$ cat config.mk
export PLATFORM = sky130hd
export DESIGN_NAME = pll_ctl_regs
export DESIGN_NICKNAME = d
export VERILOG_FILES = /design/src/rtl/pll_ctl_pkg.sv /design/src/rtl/pll_lock_sync.sv /design/src/rtl/pll_lock_flag.sv /design/src/rtl/pll_ctl_regfile.sv /design/src/rtl/pll_ctl_regs.sv
export SDC_FILE = /design/constraint.sdc
export NUM_CORES = 1
export LEC_CHECK = 0
export BUFFER_PORTS_ARGS = -buffer_cell sky130_fd_sc_hd__buf_2
export CORE_AREA = 3 3 40 42
export DETAILED_ROUTE_END_ITERATION = 6
export DIE_AREA = 0 0 43 45
export PLACE_DENSITY = 0.68
export SYNTH_ARGS = -nofsm -noshare
export SYNTH_HDL_FRONTEND = slang
export SYNTH_SLANG_ARGS = --single-unit
$ cat constraint.sdc
create_clock -name clk -period 1.1 [get_ports clk]
set_input_delay 0.22 -clock clk [delete_from_list [all_inputs] [get_ports clk]]
set_output_delay 0.22 -clock clk [all_outputs]
set_load 0.005 [all_outputs]
$ cat src/rtl/pll_ctl_pkg.sv
package pll_ctl_pkg;
   localparam int ADDR_W = 2;

   typedef enum logic [ADDR_W-1:0] {
      REG_CTRL  = 2'd0,
      REG_MODE  = 2'd1,
      REG_RANGE = 2'd2,
      REG_RSVD  = 2'd3
   } reg_sel_e;

   // control register field positions
   localparam int CTRL_IEN  = 7;
   localparam int CTRL_FLAG = 6;
   localparam int CTRL_RUN  = 5;
   localparam int CTRL_SRC  = 4;
   // mode register field positions
   localparam int MODE_AUTO = 7;
   localparam int MODE_LOCK = 6;
endpackage

$ cat src/rtl/pll_lock_sync.sv
module pll_lock_sync #(
   parameter int STAGES = 2
) (
   input  logic clk,
   input  logic rst_n,
   input  logic async_in,
   output logic sync_out
);
   logic [STAGES-1:0] stage_q;

   for (genvar i = 0; i < STAGES; i++) begin : g_stage
      if (i == 0) begin : g_first
         always_ff @(posedge clk) begin
            if (!rst_n) stage_q[0] <= 1'b0;
            else        stage_q[0] <= async_in;
         end
      end else begin : g_next
         always_ff @(posedge clk) begin
            if (!rst_n) stage_q[i] <= 1'b0;
            else        stage_q[i] <= stage_q[i-1];
         end
      end
   end

   assign sync_out = stage_q[STAGES-1];
endmodule

$ cat src/rtl/pll_lock_flag.sv
module pll_lock_flag (
   input  logic clk,
   input  logic rst_n,
   input  logic lock_s,
   input  logic auto_on,
   input  logic rd_clr,
   output logic lock_chg,
   output logic flag_vis
);
   logic lock_d;
   logic flag_q;

   assign lock_chg = lock_s ^ lock_d;

   always_ff @(posedge clk) begin
      if (!rst_n) begin
         lock_d <= 1'b0;
         flag_q <= 1'b0;
      end else begin
         lock_d <= lock_s;
         if (!auto_on)      flag_q <= 1'b0;
         else if (lock_chg) flag_q <= 1'b1;
         else if (rd_clr)   flag_q <= 1'b0;
      end
   end

   assign flag_vis = flag_q & auto_on;
endmodule

$ cat src/rtl/pll_ctl_regfile.sv
module pll_ctl_regfile
   import pll_ctl_pkg::*;
#(
   parameter int DATA_W  = 8,
   parameter int RANGE_W = 2
) (
   input  logic               clk,
   input  logic               rst_n,
   input  logic               wr_en,
   input  logic [ADDR_W-1:0]  addr,
   input  logic [DATA_W-1:0]  wr_data,
   input  logic               lock_s,
   input  logic               flag,
   output logic               ien_q,
   output logic               run_q,
   output logic               src_q,
   output logic               auto_q,
   output logic [RANGE_W-1:0] range_q,
   output logic [DATA_W-1:0]  rd_data
);
   logic range_zero;
   assign range_zero = (range_q == '0);

   always_ff @(posedge clk) begin
      if (!rst_n) begin
         ien_q   <= 1'b0;
         run_q   <= 1'b0;
         src_q   <= 1'b0;
         auto_q  <= 1'b0;
         range_q <= '0;
      end else if (wr_en) begin
         case (reg_sel_e'(addr))
            REG_CTRL: begin
               ien_q <= wr_data[CTRL_IEN];
               run_q <= wr_data[CTRL_RUN];
               if (!(wr_data[CTRL_SRC] && range_zero)) src_q <= wr_data[CTRL_SRC];
            end
            REG_MODE:  auto_q <= wr_data[MODE_AUTO];
            REG_RANGE: if (!run_q) range_q <= wr_data[RANGE_W-1:0];
            default: ;
         endcase
      end
   end

   always_comb begin
      rd_data = '0;
      case (reg_sel_e'(addr))
         REG_CTRL: begin
            rd_data[CTRL_IEN]  = ien_q;
            rd_data[CTRL_FLAG] = flag;
            rd_data[CTRL_RUN]  = run_q;
            rd_data[CTRL_SRC]  = src_q;
         end
         REG_MODE: begin
            rd_data[MODE_AUTO] = auto_q;
            rd_data[MODE_LOCK] = lock_s;
         end
         REG_RANGE: rd_data[RANGE_W-1:0] = range_q;
         default: ;
      endcase
   end
endmodule

$ cat src/rtl/pll_ctl_regs.sv
module pll_ctl_regs
   import pll_ctl_pkg::*;
#(
   parameter int DATA_W      = 8,
   parameter int RANGE_W     = 2,
   parameter int SYNC_STAGES = 2
) (
   input  logic               clk,
   input  logic               rst_n,
   input  logic               wr_en,
   input  logic               rd_en,
   input  logic [ADDR_W-1:0]  addr,
   input  logic [DATA_W-1:0]  wr_data,
   output logic [DATA_W-1:0]  rd_data,
   input  logic               lock_in,
   output logic               pll_en,
   output logic [RANGE_W-1:0] vco_range,
   output logic               src_sel,
   output logic               irq_req
);
   if (DATA_W < 8) begin : g_bad_data_w
      $error("pll_ctl_regs: DATA_W must be at least 8");
   end
   if (RANGE_W < 1 || RANGE_W > DATA_W) begin : g_bad_range_w
      $error("pll_ctl_regs: RANGE_W must lie in 1..DATA_W");
   end
   if (SYNC_STAGES < 2) begin : g_bad_sync
      $error("pll_ctl_regs: SYNC_STAGES must be at least 2");
   end

   logic lock_s, lock_chg, flag, ien_q, auto_q, rd_clr;

   assign rd_clr = rd_en && (reg_sel_e'(addr) == REG_CTRL);

   pll_lock_sync #(.STAGES(SYNC_STAGES)) u_sync (
      .clk(clk), .rst_n(rst_n), .async_in(lock_in), .sync_out(lock_s)
   );

   pll_lock_flag u_flag (
      .clk(clk), .rst_n(rst_n), .lock_s(lock_s), .auto_on(auto_q),
      .rd_clr(rd_clr), .lock_chg(lock_chg), .flag_vis(flag)
   );

   pll_ctl_regfile #(.DATA_W(DATA_W), .RANGE_W(RANGE_W)) u_regs (
      .clk(clk), .rst_n(rst_n), .wr_en(wr_en), .addr(addr), .wr_data(wr_data),
      .lock_s(lock_s), .flag(flag), .ien_q(ien_q), .run_q(pll_en),
      .src_q(src_sel), .auto_q(auto_q), .range_q(vco_range), .rd_data(rd_data)
   );

   assign irq_req = flag & ien_q & auto_q;
endmodule

==> flow_metrics.py <==
metrics = {
    "logic_synthesis": {
        "syn_avg_cell_area_um2": 10.5,
        "syn_inst": 47,
        "synth_cell_types": 20,
        "yosysSeqAreaShare": 0.405,
        "yosys_warnings": 0,
        "ys_seq_elements": 10,
        "syn_area_um2": 494,
    },
    "status": {
        "status": "complete, but fails checks",
        "violations": "setup timing",
    },
    "route": {
        "vias": 433,
        "routedWlPerCell_um": 12.1,
        "wl_um": 1100,
        "ant_nets": 0,
        "viasPerCell": 4.76,
        "drt_iter0_drc": 1,
        "drc": 0,
        "dr.pass1.iters": 4,
    },
    "floorplan": {
        "die_w_um": 43,
        "initial_core_util": 0.385,
        "die_area_mm2": 0.00194,
        "row_count": 13,
        "core_mm2": 0.00128,
        "die_y_um": 45,
        "ioPinCount": 28,
    },
    "placement": {
        "port_buffers": 22,
        "gp_congestion": 0.707,
        "postPlaceCellArea_um2": 616,
    },
    "critical_path": {
        "startpoint": "u_regs.auto_q",
        "cp-end-kind": "output port",
        "required_ps": 880,
        "rr_worst_depth": 4,
        "ff2ff_setup_slack_ps": -40,
        "cp.arrival_ps": 980,
        "critPathMaxFanout": 5,
        "crit_type": "reg -> out",
        "r2r_start": "u_regs.run_q",
        "endpoint": "rd_data[6]",
        "startpoint_type": "register",
        "r2r_end": "u_regs.range_q[0]",
    },
    "clocking": {
        "clkLatencyLatePin_ps": 260,
        "clk_path_buf_depth": 2,
        "cts_hold_buf": 0,
        "cts-root-buf": "clkbuf_4",
        "clk_transition_reported_paths_ps": 60,
        "cts_max_level": 1,
        "numCtsBuffers": 3,
        "cts_tree": "done",
        "cts.sinks": 10,
    },
    "sta": {
        "setup-violations-final": 7,
        "finalHoldViolCount": 0,
        "period_needed_ps": 1200,
        "rsz0062_at_grt": "yes",
        "maxSlewViolCount": 0,
        "finalCritPeriodShare": 1.10,
        "hold_ws_ps": 164,
        "setup_slack_ps": -105,
        "max_freq_mhz": 830,
        "skew_ps": 1.07,
    },
    "power_and_ir_drop": {
        "p_clk_frac": 0.404,
        "leakagePower_nw": 0.361,
        "ir_worst_vdd_v": 0.000906,
        "power_density_mw_per_mm2": 1130,
        "power_switching_w": 0.000173,
        "power_w": 0.000801,
        "internal_power_w": 0.000628,
        "p_seq_frac": 0.474,
        "swShare": 0.216,
        "comb_power_share": 0.122,
    },
    "cells_and_area": {
        "finalInstanceArea_um2": 707,
        "layout.nets": 92,
        "drive_above_1_share": 0.566,
        "area_growth_pct": 43.0,
        "n_antenna_cell": 0,
    },
    "grt": {
        "grt_usage": 0.129,
        "first_global_vias": 395,
        "grt_pass1_wl_um": 1800,
        "antenna_found_initial": 0,
        "grt_max_degree": 11,
        "grt-ovfl-total": 0,
    },
    "min_path": {
        "hp-class": "in -> reg",
    },
    "job": {
        "drv_cap": 0,
    },
}
## cells in the mapped netlist
master | count | share of area
dfxtp_1 | 10 | 0.41
mux2i_1 | 6 | 0.12
and2_1 | 5 | 0.063
nor2b_1 | 5 | 0.063
and3b_2 | 2 | 0.041
buf_4 | 2 | 0.030
nand2_1 | 2 | 0.015
nand3b_1 | 2 | 0.030
nor2_1 | 2 | 0.015
a21boi_0 | 1 | 0.015
a21oi_1 | 1 | 0.010
and3_1 | 1 | 0.013
and4bb_4 | 1 | 0.033
buf_6 | 1 | 0.023
conb_1 | 1 | 0.0076
nor3b_4 | 1 | 0.038
o211a_1 | 1 | 0.020
o21a_1 | 1 | 0.015
o221a_2 | 1 | 0.023
xor2_1 | 1 | 0.018
## flip-flops by register name, indices dropped and copies added (netlist names)
signal,flops
u_regs.auto_q,1
u_sync.sync_out,1
u_flag.flag_q,1
u_flag.lock_d,1
u_regs.range_q,2
u_regs.src_q,1
u_regs.run_q,1
u_sync.stage_q,1
u_regs.ien_q,1
## cell type report
class,count,area [um2]
Fill cell,124,578
Timing Repair Buffer,27,165
Clock buffer,4,36.3
Tap cell,15,18.8
Sequential cell,10,209
Multi-Input combinational cell,35,278
## power by group through the flow
stage	sequential, W	clock (W)	combinational, W
CTS	0.000381	0.000338	0.0000975
detailed placement	0.000389	0	0.0000871
global route	0.000381	0.000363	0.000108
finish	0.000380	0.000324	0.0000977
global placement	0.000388	0	0.0000851
floorplan	0.000388	0	0.0000499
## cells in the final DEF, fill, tap and decap left out, types with 2 or more instances in the layout
cell type	synthesis	layout
buf_6	1	4
nand2_1	2	2
and3b_2	2	2
nor2_1	2	2
nand3b_1	2	2
and2_1	5	4
buf_4	2	2
dfxtp_1	10	5
nor2b_1	5	5
clkbuf_4	0	3
mux2i_1	6	6
conb_1	1	2
buf_2	0	21
dfxtp_2	0	4
## cells by family after synthesis
| logic type | share of synthesized area |
|---|---|
| AOI/OAI and AO/OA | 0.0835 |
| xor gates and xnor gates | 0.0177 |
| buffers and inverters | 0.0532 |
| DFF | 0.405 |
| muxes | 0.122 |
| other | 0.00759 |
| and+or+nand+nor | 0.311 |
## critical path: stages, from the launching register on
cell,delay [ps]
dfxtp_4,360
nand3b_1,90
a21oi_2,140
buf_2,130
## how the worst min path moves through the flow
stage / from / endpoint / slack [ps] / depth (start not counted)
after floorplan: rst_n / u_sync.stage_q[0] / 340 / 1
after global placement: u_sync.stage_q[0] / u_sync.sync_out / 410 / 1
after detailed placement: u_sync.stage_q[0] / u_sync.sync_out / 420 / 1
after CTS: lock_in / u_sync.stage_q[0] / 150 / 2
after global routing: lock_in / u_sync.stage_q[0] / 160 / 2
final: lock_in / u_sync.stage_q[0] / 160 / 2
## per-layer routing
layer / GRT usage / up-vias / part of all wire
li1: - / 216 / -
met2: 0.222 / 19 / 0.51
met1: 0.144 / 198 / 0.40
met3: 0.0717 / 0 / 0.085
met4: 0.0181 / 0 / 0
met5: 0 / - / 0
## through the flow
stage / cells / setup TNS, ps / setup slack (ps) / util
5_1_grt: 91 / -781 / -158 / 0.550
4_1_cts: 91 / -282 / -116 / 0.545
6_report: 91 / -302 / -105 / 0.550
3_3_place_gp: 84 / -0.604 / -0.604 / 0.479
2_1_floorplan: 48 / 0 / 97.8 / -
3_5_place_dp: 84 / -57.3 / -30.4 / 0.479
## what timing repair did
action	in CTS	in global routing
pin swaps	3	2
gates cloned	0	0
buffers inserted	3	0
gates resized for setup	10	2
setup endpoints to repair	6	10
Power figures use the tool's default switching activity.
